==> config.mk <==
export PLATFORM = sky130hd
export DESIGN_NAME = spare_row_remap
export DESIGN_NICKNAME = d
export VERILOG_FILES = /design/src/rtl/srr_pkg.sv /design/src/rtl/remap_table.sv /design/src/rtl/remap_match.sv /design/src/rtl/fault_tally.sv /design/src/rtl/spare_row_remap.sv
export SDC_FILE = /design/constraint.sdc
export NUM_CORES = 1
export LEC_CHECK = 0
export ABC_AREA = 1
export BUFFER_PORTS_ARGS = -buffer_cell sky130_fd_sc_hd__buf_2
export CAP_MARGIN = 20
export CORE_UTILIZATION = 57
export DETAILED_ROUTE_END_ITERATION = 16
export GPL_ROUTABILITY_DRIVEN = 1
export PLACE_DENSITY = 0.79
export SYNTH_ARGS = -nofsm -noshare
export SYNTH_HDL_FRONTEND = slang
export SYNTH_HIERARCHICAL = 1
export SYNTH_SLANG_ARGS = --single-unit
==> constraint.sdc <==
create_clock -name clk -period 1.7 [get_ports clk]
set_clock_uncertainty 0.15 [all_clocks]
set_input_delay 0.34 -clock clk [delete_from_list [all_inputs] [get_ports clk]]
set_output_delay 0.34 -clock clk [all_outputs]
set_load 0.05 [all_outputs]
==> src/rtl/srr_pkg.sv <==
package srr_pkg;

    localparam int DEF_ROW_W  = 6;
    localparam int DEF_SPARES = 4;

    typedef enum logic {
        LOCK_OPEN   = 1'b0,
        LOCK_SEALED = 1'b1
    } lock_state_e;

    // rows visible plus spares stacked above them
    function automatic int phys_width(input int row_w, input int spares);
        return $clog2((1 << row_w) + spares);
    endfunction

    function automatic int idx_width(input int n);
        return (n > 1) ? $clog2(n) : 1;
    endfunction

    // enough to hold spares+1 (saturation point)
    function automatic int tally_width(input int spares);
        return $clog2(spares + 2);
    endfunction

endpackage

==> src/rtl/remap_table.sv <==
module remap_table
    import srr_pkg::*;
#(
    parameter int ROW_W      = DEF_ROW_W,
    parameter int NUM_SPARES = DEF_SPARES,
    parameter int IDX_W      = idx_width(NUM_SPARES)
) (
    input  logic                                clk,
    input  logic                                rst,
    input  logic                                load_en,
    input  logic [IDX_W-1:0]                    load_idx,
    input  logic [ROW_W-1:0]                    load_addr,
    input  logic                                load_valid,
    input  logic                                repair_lock,
    output logic [NUM_SPARES-1:0]               tbl_valid,
    output logic [NUM_SPARES-1:0][ROW_W-1:0]    tbl_addr,
    output logic                                sealed
);

    lock_state_e lock_q;
    logic        write_ok;

    assign sealed   = (lock_q == LOCK_SEALED);
    assign write_ok = load_en && !repair_lock && !sealed;

    always_ff @(posedge clk) begin
        if (rst)              lock_q <= LOCK_OPEN;
        else if (repair_lock) lock_q <= LOCK_SEALED;
    end

    for (genvar k = 0; k < NUM_SPARES; k++) begin : g_entry
        logic sel;
        assign sel = write_ok && (load_idx == IDX_W'(k));

        always_ff @(posedge clk) begin
            if (rst) begin
                tbl_valid[k] <= 1'b0;
                tbl_addr[k]  <= '0;
            end else if (sel) begin
                tbl_valid[k] <= load_valid;
                tbl_addr[k]  <= load_addr;
            end
        end
    end

    // the seal holds until reset
    assert_seal_sticky_R7: assert property (@(posedge clk) disable iff (rst)
        sealed |=> sealed);

    // a sealed table never changes
    assert_sealed_frozen_R7: assert property (@(posedge clk) disable iff (rst)
        sealed |=> ($stable(tbl_valid) && $stable(tbl_addr)));

    // loads under an active lock leave the table alone
    assert_locked_load_ignored_R6: assert property (@(posedge clk) disable iff (rst)
        (load_en && repair_lock) |=> ($stable(tbl_valid) && $stable(tbl_addr)));

endmodule

==> src/rtl/remap_match.sv <==
module remap_match
    import srr_pkg::*;
#(
    parameter int ROW_W      = DEF_ROW_W,
    parameter int NUM_SPARES = DEF_SPARES,
    parameter int IDX_W      = idx_width(NUM_SPARES)
) (
    input  logic [ROW_W-1:0]                    log_row,
    input  logic [NUM_SPARES-1:0]               tbl_valid,
    input  logic [NUM_SPARES-1:0][ROW_W-1:0]    tbl_addr,
    output logic                                hit,
    output logic [IDX_W-1:0]                    hit_idx
);

    logic [NUM_SPARES-1:0] eq;
    logic [NUM_SPARES-1:0] winner;

    for (genvar k = 0; k < NUM_SPARES; k++) begin : g_cmp
        assign eq[k] = tbl_valid[k] && (tbl_addr[k] == log_row);
    end

    // lowest index takes priority
    always_comb begin
        logic seen;
        seen    = 1'b0;
        winner  = '0;
        hit_idx = '0;
        for (int k = 0; k < NUM_SPARES; k++) begin
            winner[k] = eq[k] && !seen;
            seen      = seen | eq[k];
            hit_idx   = hit_idx | (IDX_W'(k) & {IDX_W{winner[k]}});
        end
    end

    assign hit = |eq;

endmodule

==> src/rtl/fault_tally.sv <==
module fault_tally
    import srr_pkg::*;
#(
    parameter int NUM_SPARES = DEF_SPARES,
    parameter int CNT_W      = tally_width(NUM_SPARES)
) (
    input  logic clk,
    input  logic rst,
    input  logic fault_report,
    input  logic repair_lock,
    input  logic sealed,
    output logic unrepairable
);

    localparam logic [CNT_W-1:0] LIMIT = CNT_W'(NUM_SPARES);
    localparam logic [CNT_W-1:0] SAT   = CNT_W'(NUM_SPARES + 1);

    logic [CNT_W-1:0] cnt_q;
    logic             count_en;

    assign count_en = fault_report && !repair_lock && !sealed;

    always_ff @(posedge clk) begin
        if (rst)                           cnt_q <= '0;
        else if (count_en && cnt_q != SAT) cnt_q <= cnt_q + 1'b1;
    end

    assign unrepairable = (cnt_q > LIMIT);

    // once flagged, stays flagged until reset
    assert_unrep_sticky_R8: assert property (@(posedge clk) disable iff (rst)
        unrepairable |=> unrepairable);

    // no growth of the count after sealing
    assert_sealed_tally_R7: assert property (@(posedge clk) disable iff (rst)
        sealed |=> $stable(cnt_q));

endmodule

==> src/rtl/spare_row_remap.sv <==
module spare_row_remap
    import srr_pkg::*;
#(
    parameter int ROW_W      = DEF_ROW_W,
    parameter int NUM_SPARES = DEF_SPARES,
    parameter int PHYS_W     = phys_width(ROW_W, NUM_SPARES),
    parameter int IDX_W      = idx_width(NUM_SPARES)
) (
    input  logic              clk,
    input  logic              rst,
    input  logic [ROW_W-1:0]  log_row,
    output logic [PHYS_W-1:0] phys_row,
    output logic              remap_hit,
    input  logic              load_en,
    input  logic [IDX_W-1:0]  load_idx,
    input  logic [ROW_W-1:0]  load_addr,
    input  logic              load_valid,
    input  logic              fault_report,
    input  logic              repair_lock,
    output logic              unrepairable
);

    localparam int SPARE_BASE = 1 << ROW_W;

    logic [NUM_SPARES-1:0]            tbl_valid;
    logic [NUM_SPARES-1:0][ROW_W-1:0] tbl_addr;
    logic                             sealed;
    logic                             hit;
    logic [IDX_W-1:0]                 hit_idx;

    remap_table #(
        .ROW_W(ROW_W), .NUM_SPARES(NUM_SPARES), .IDX_W(IDX_W)
    ) table_i (
        .clk(clk), .rst(rst),
        .load_en(load_en), .load_idx(load_idx), .load_addr(load_addr),
        .load_valid(load_valid), .repair_lock(repair_lock),
        .tbl_valid(tbl_valid), .tbl_addr(tbl_addr), .sealed(sealed)
    );

    remap_match #(
        .ROW_W(ROW_W), .NUM_SPARES(NUM_SPARES), .IDX_W(IDX_W)
    ) match_i (
        .log_row(log_row), .tbl_valid(tbl_valid), .tbl_addr(tbl_addr),
        .hit(hit), .hit_idx(hit_idx)
    );

    fault_tally #(
        .NUM_SPARES(NUM_SPARES)
    ) tally_i (
        .clk(clk), .rst(rst), .fault_report(fault_report),
        .repair_lock(repair_lock), .sealed(sealed),
        .unrepairable(unrepairable)
    );

    assign remap_hit = hit;
    assign phys_row  = hit ? (PHYS_W'(SPARE_BASE) + PHYS_W'(hit_idx))
                           : PHYS_W'(log_row);

    // misses go through untouched
    assert_passthru_R2: assert property (@(posedge clk) disable iff (rst)
        !remap_hit |-> (phys_row == PHYS_W'(log_row)));

    // hits land only inside the spare window
    assert_spare_window_R1: assert property (@(posedge clk) disable iff (rst)
        remap_hit |-> ((phys_row >= PHYS_W'(SPARE_BASE)) &&
                       (phys_row <  PHYS_W'(SPARE_BASE + NUM_SPARES))));

endmodule

Word level (Yosys, flattened, before mapping). Index checks and enable logic that the tools add are counted.

Add/subtract/negate cells: 2. Magnitude comparators: 1. Equal/unequal tests: 8. Muxes and demuxes: 1. Bitwise operators: 4. Reduce and logical (&&, ||, !) cells: 23.

Operators by type and width (count): 6-bit equality test (4); 1-bit logical AND (16); 7-bit by 2-bit adder with 7-bit output, first input constant (1); 7-bit 2-to-1 mux (1); 1-bit logical NOT (5); 2-bit equality test, second input constant (2); 4-bit OR reduction (1); 3-bit by 1-bit adder with 3-bit output, second input constant (1); 3-bit > comparator, second input constant (1); 3-bit inequality test, second input constant (1); 2-bit by 1-bit equality test with 1-bit output, second input constant (1); 2-bit logical NOT (1); 1-bit OR (2); 1-bit by 2-bit OR with 2-bit output (1); 2-bit OR (1).

Register bits after elaboration: 32. Bits of input ports: 20.

Longest topological paths before layout.
Word-level depth: 9. Mapped depth: 11. Mapped depth without buffers: 11.

By module. Netlist, hierarchy kept.

Modules (own cells, without submodules): remap_table (times used 1, cells an instance 201, area an instance 1388.8 µm², sequential area each 580.6 µm²); remap_match (times used 1, cells an instance 116, area an instance 483.0 µm², sequential area each 0.0 µm²); fault_tally (times used 1, cells an instance 34, area an instance 214.0 µm², sequential area each 60.1 µm²); spare_row_remap (times used 1, cells an instance 16, area an instance 63.8 µm², sequential area each 0.0 µm²).

Worst setup path after synthesis. Ideal clock, no wire load.

Path type: input -> output. Start point: input log_row[3]. End point: output phys_row[2]. Data arrival time: 2033 ps. Path slack: -823 ps. Stages: 9. Path buffers: 0. Cell sequence: inv_2 > nand2_1 > nand2_1 > clkinv_1 > nand2_1 > nor2_1 > a21oi_1 > nand2_1 > nor2_1.

Elaborated cells on any way between the ends: 21. Classes of those cells: 1 x add/sub; 4 x eq/ne; 1 x mux; 4 x bitwise; 11 x reduce/logical.

RTL lines: start: declaration (line spare_row_remap.sv:11) `input logic [ROW_W-1:0] log_row,`; 6-bit equality test (line remap_match.sv:19) `assign eq[k] = tbl_valid[k] && (tbl_addr[k] == log_row);`; 1-bit logical AND (line remap_match.sv:19); 4-bit OR reduction (*) (line remap_match.sv:35) `assign hit = |eq;`; via remap_hit (line spare_row_remap.sv:13) `output logic remap_hit,`; 7-bit 2-to-1 mux (*) (line spare_row_remap.sv:56) `assign phys_row = hit ? (PHYS_W'(SPARE_BASE) + PHYS_W'(hit_idx))`; end: declaration (line spare_row_remap.sv:12) `output logic [PHYS_W-1:0] phys_row,`.

Mark *: on every way through the listed nets, which the timed path passes. The rest lies on a longest branch.

Worst setup path after layout.
Start point: register table_i/tbl_addr[15] (netlist bit). End point: output phys_row[2].

Longest elaborated chain between the ends: 8. Elaborated cells on any way between the ends: 11. Classes of those cells: 1 x add/sub; 1 x eq/ne; 1 x mux; 3 x bitwise; 5 x reduce/logical.

RTL lines: start: declaration (line remap_table.sv:16) `output logic [NUM_SPARES-1:0][ROW_W-1:0] tbl_addr,`; start signal: indexed assignment (line remap_table.sv:41) `tbl_addr[k] <= load_addr;`; 6-bit equality test (*) (line remap_match.sv:19); 1-bit logical AND (*) (line remap_match.sv:19); 1-bit OR (line remap_match.sv:30) `seen = seen | eq[k];`; 1-bit logical NOT (line remap_match.sv:29) `winner[k] = eq[k] && !seen;`; 1-bit logical AND (line remap_match.sv:29); 2-bit OR (line remap_match.sv:31) `hit_idx = hit_idx | (IDX_W'(k) & {IDX_W{winner[k]}});`; 7-bit by 2-bit adder with 7-bit output (line spare_row_remap.sv:56); 7-bit 2-to-1 mux (*) (line spare_row_remap.sv:56).

Every way passes the cells marked *; elsewhere a longest branch is shown, timed or not.

==> metrics <==
vias in the first global route=1995; Power Dens Cells=681 mW/mm^2; capture point of the worst reg-to-reg path=table_i/tbl_valid[0]; metal3 WL=205 um; placed insts=440; status=finished, violations left; Final Cycle Share=1.25; largest net degree at the start of global routing=29; Slew HR=0.718; Reg2Reg Setup Slack=0.37 ns; crit-path max FO=7; Slew @ Worst Pin=0.422 ns; Hold WS=0.103 ns; worst r2r src=table_i/sealed; FF+latch count, synth=32; Post-Layout Cell Count=450; Synth Warn #=6; FF-to-FF path depth=6; CP max stage delay=0.36 ns; Vias/cell=4.98; CTS tree=yes; Slew Limit Fails=0; row cnt=21; I/O pin cnt=29; clock slew at reported path FFs=0.07 ns; CTS Buffer Depth=2; HPWL after DPL=3810 um; Layout Nets=about 430; All-Layer GR Usage=0.270; WHS Path Cells=2; failing checks=setup timing; Fmax achieved=between 400 and 500 MHz; initial drt markers=84; CP required=1.21 ns; Worst Setup Start Kind=flop; Post-Syn Nets=390; Max Cap Viol=0; Post-synth EDFFs=0; Syn-to-layout area delta=29.5%; critical path's slowest cell=dfxtp_2; IO Port Bufs=28; Worst Hold Path EP=table_i/sealed; fin crit period=~2.1 ns; highest metal used=met4; top-count cell post-synth=nand2_1; Core Util, Final=0.802; Final Hold Vio Count=0; htree depth=2; Setup WS post-layout=-0.428 ns; global route overflow=0; met1 WL=2370 um; effective utilization at floorplan=0.620; Die ar.=0.00402 sq mm; Worst Path Arrival=approximately 1.6 ns; DRC Markers=0; Yosys top cell by area=dfxtp_1; Syn Area/Cell=5.86 sq um; Distinct cells, synth=29; post-route ant nets=0; Die Width=63.4 um; Worst-Skew Late Latency=approximately 0.27 ns; nature of the critical path endpoint=primary output; Routed met2 length=2590 um; worst hold-check path type=in -> reg; Die Height=63.4 um; Hold Path Origin=rst; core area=0.00347 sq mm; crit path kind=reg -> out; layout cells sized above 1=0.307; drt first pass iters=4; first-pass GRT wire length=8580 um; RSZ-0062 raised after global routing=true; ys flop type=dfxtp_1; wire per inst=between 10 and 15 um; Async SR Flop Fraction=0; top cells by count, synth=115 x nand2_1, 70 x nor2_1, 63 x inv_1; Mapped Cells=367; antenna diode count=0; worst-path cell chain=nand2_2 > nand2_1 > inv_2 > nand2_2 > nor2_4 > a21oi_4 > nand2_4 > buf_12 > nor2_4 > buf_6; clk root buf=clkbuf_8; Leakage=1.32 nW; Yosys top cell area share=0.298; CTS Buf Count=5; post-synthesis sequential area ratio=0.298; peak supply drop=0.000625 V; synth top area cells=dfxtp_1 30%, nand2_1 20%, nor2_1 12%; GP Congestion=0.804; endpoints failing setup=8; Sink Count=32; initial antenna violation count=0; drt total wl=5180 um; via count=between 2000 and 2500; Syn Std Cell Area=0.00215 sq mm
cell families (layout without fill, tap and decap cells):
kind of cell,after synthesis,count (layout),synth area share
compound gates,8,8,0.0215
xor+xnor,1,1,0.00408
fa+ha+maj,3,3,0.0175
buf+inv,85,122,0.159
flops,32,32,0.298
simple gates,238,238,0.500
worst max-delay path: cells and delay by family (launching register included):
family	cells	cell delay [ns]
AO/OA/AOI/OAI	1	0.18
buffers and inverters	3	0.36
flip-flops	1	0.36
AND/OR/NAND/NOR	6	0.47
area by class of cell:
type	count	area [sq um]
Timing Repair Buffer	38	302
Fill cell	289	686
Sequential cell	32	666
Clock inverter	3	42.5
Clock buffer	5	68.8
Multi-Input combinational cell	250	1310
Tap cell	46	57.6
Inverter	76	333
sequential cells by signal (all words and copies together) (netlist names):
name               cells
table_i/tbl_addr      24
table_i/tbl_valid      4
tally_i/cnt_q          3
table_i/sealed         1
stage by stage:
step | cell area [sq um] | worst slack, ns | power (mW) | TNS [ns]
5_1_grt | 2780 | -0.535 | 1.98 | -4.05
6_report | 2780 | -0.428 | 1.89 | -3.23
4_1_cts | 2700 | -0.449 | 1.89 | -3.29
3_5_place_dp | 2510 | -0.518 | 1.16 | -3.73
3_3_place_gp | 2510 | -0.467 | 1.15 | -3.36
2_1_floorplan | 2280 | -0.141 | 1.05 | -0.916
report_power, final:
group          leakage [nW]  internal (mW)  switching, mW  total [mW]
Combinational         0.999          0.134          0.243       0.378
Sequential            0.269          0.776         0.0231       0.799
Clock                0.0541          0.433          0.284       0.717
cells in the final DEF (no fill, tap or decap), types with 8 or more instances in the layout:
cell type    n
inv_1       57
nor2_1      61
inv_2       11
dfxtp_2     17
dfxtp_1     14
buf_2       20
nand2_1    104
nor2_4       9
nand4_1     30
nor2_2       8
per-layer routing:
metal / GRT usage / vias to the layer above
met5: 0 / -
met4: 0.0597 / 0
met3: 0.0380 / 2
met2: 0.484 / 63
met1: 0.337 / 993
li1: - / 1182
timing repair:
item                       4_1_cts  5_1_grt
resized for setup               22       36
setup buffers                    2        0
setup endpoints to repair        9        9
hold buffers                     0        0
pin swaps                        7       12
worst max-delay path by stage:
stage | slack [ns] | cells after the start | to | from
floorplan | -0.14 | 10 | phys_row[0] | log_row[2]
global placement | -0.47 | 9 | phys_row[3] | log_row[3]
detailed placement | -0.52 | 9 | phys_row[2] | log_row[3]
CTS | -0.45 | 11 | phys_row[2] | table_i/tbl_addr[13]
global route | -0.54 | 10 | phys_row[0] | table_i/tbl_addr[6]
finish | -0.43 | 10 | phys_row[2] | table_i/tbl_addr[15]
Note: power is estimated with default switching activity, not from simulation.
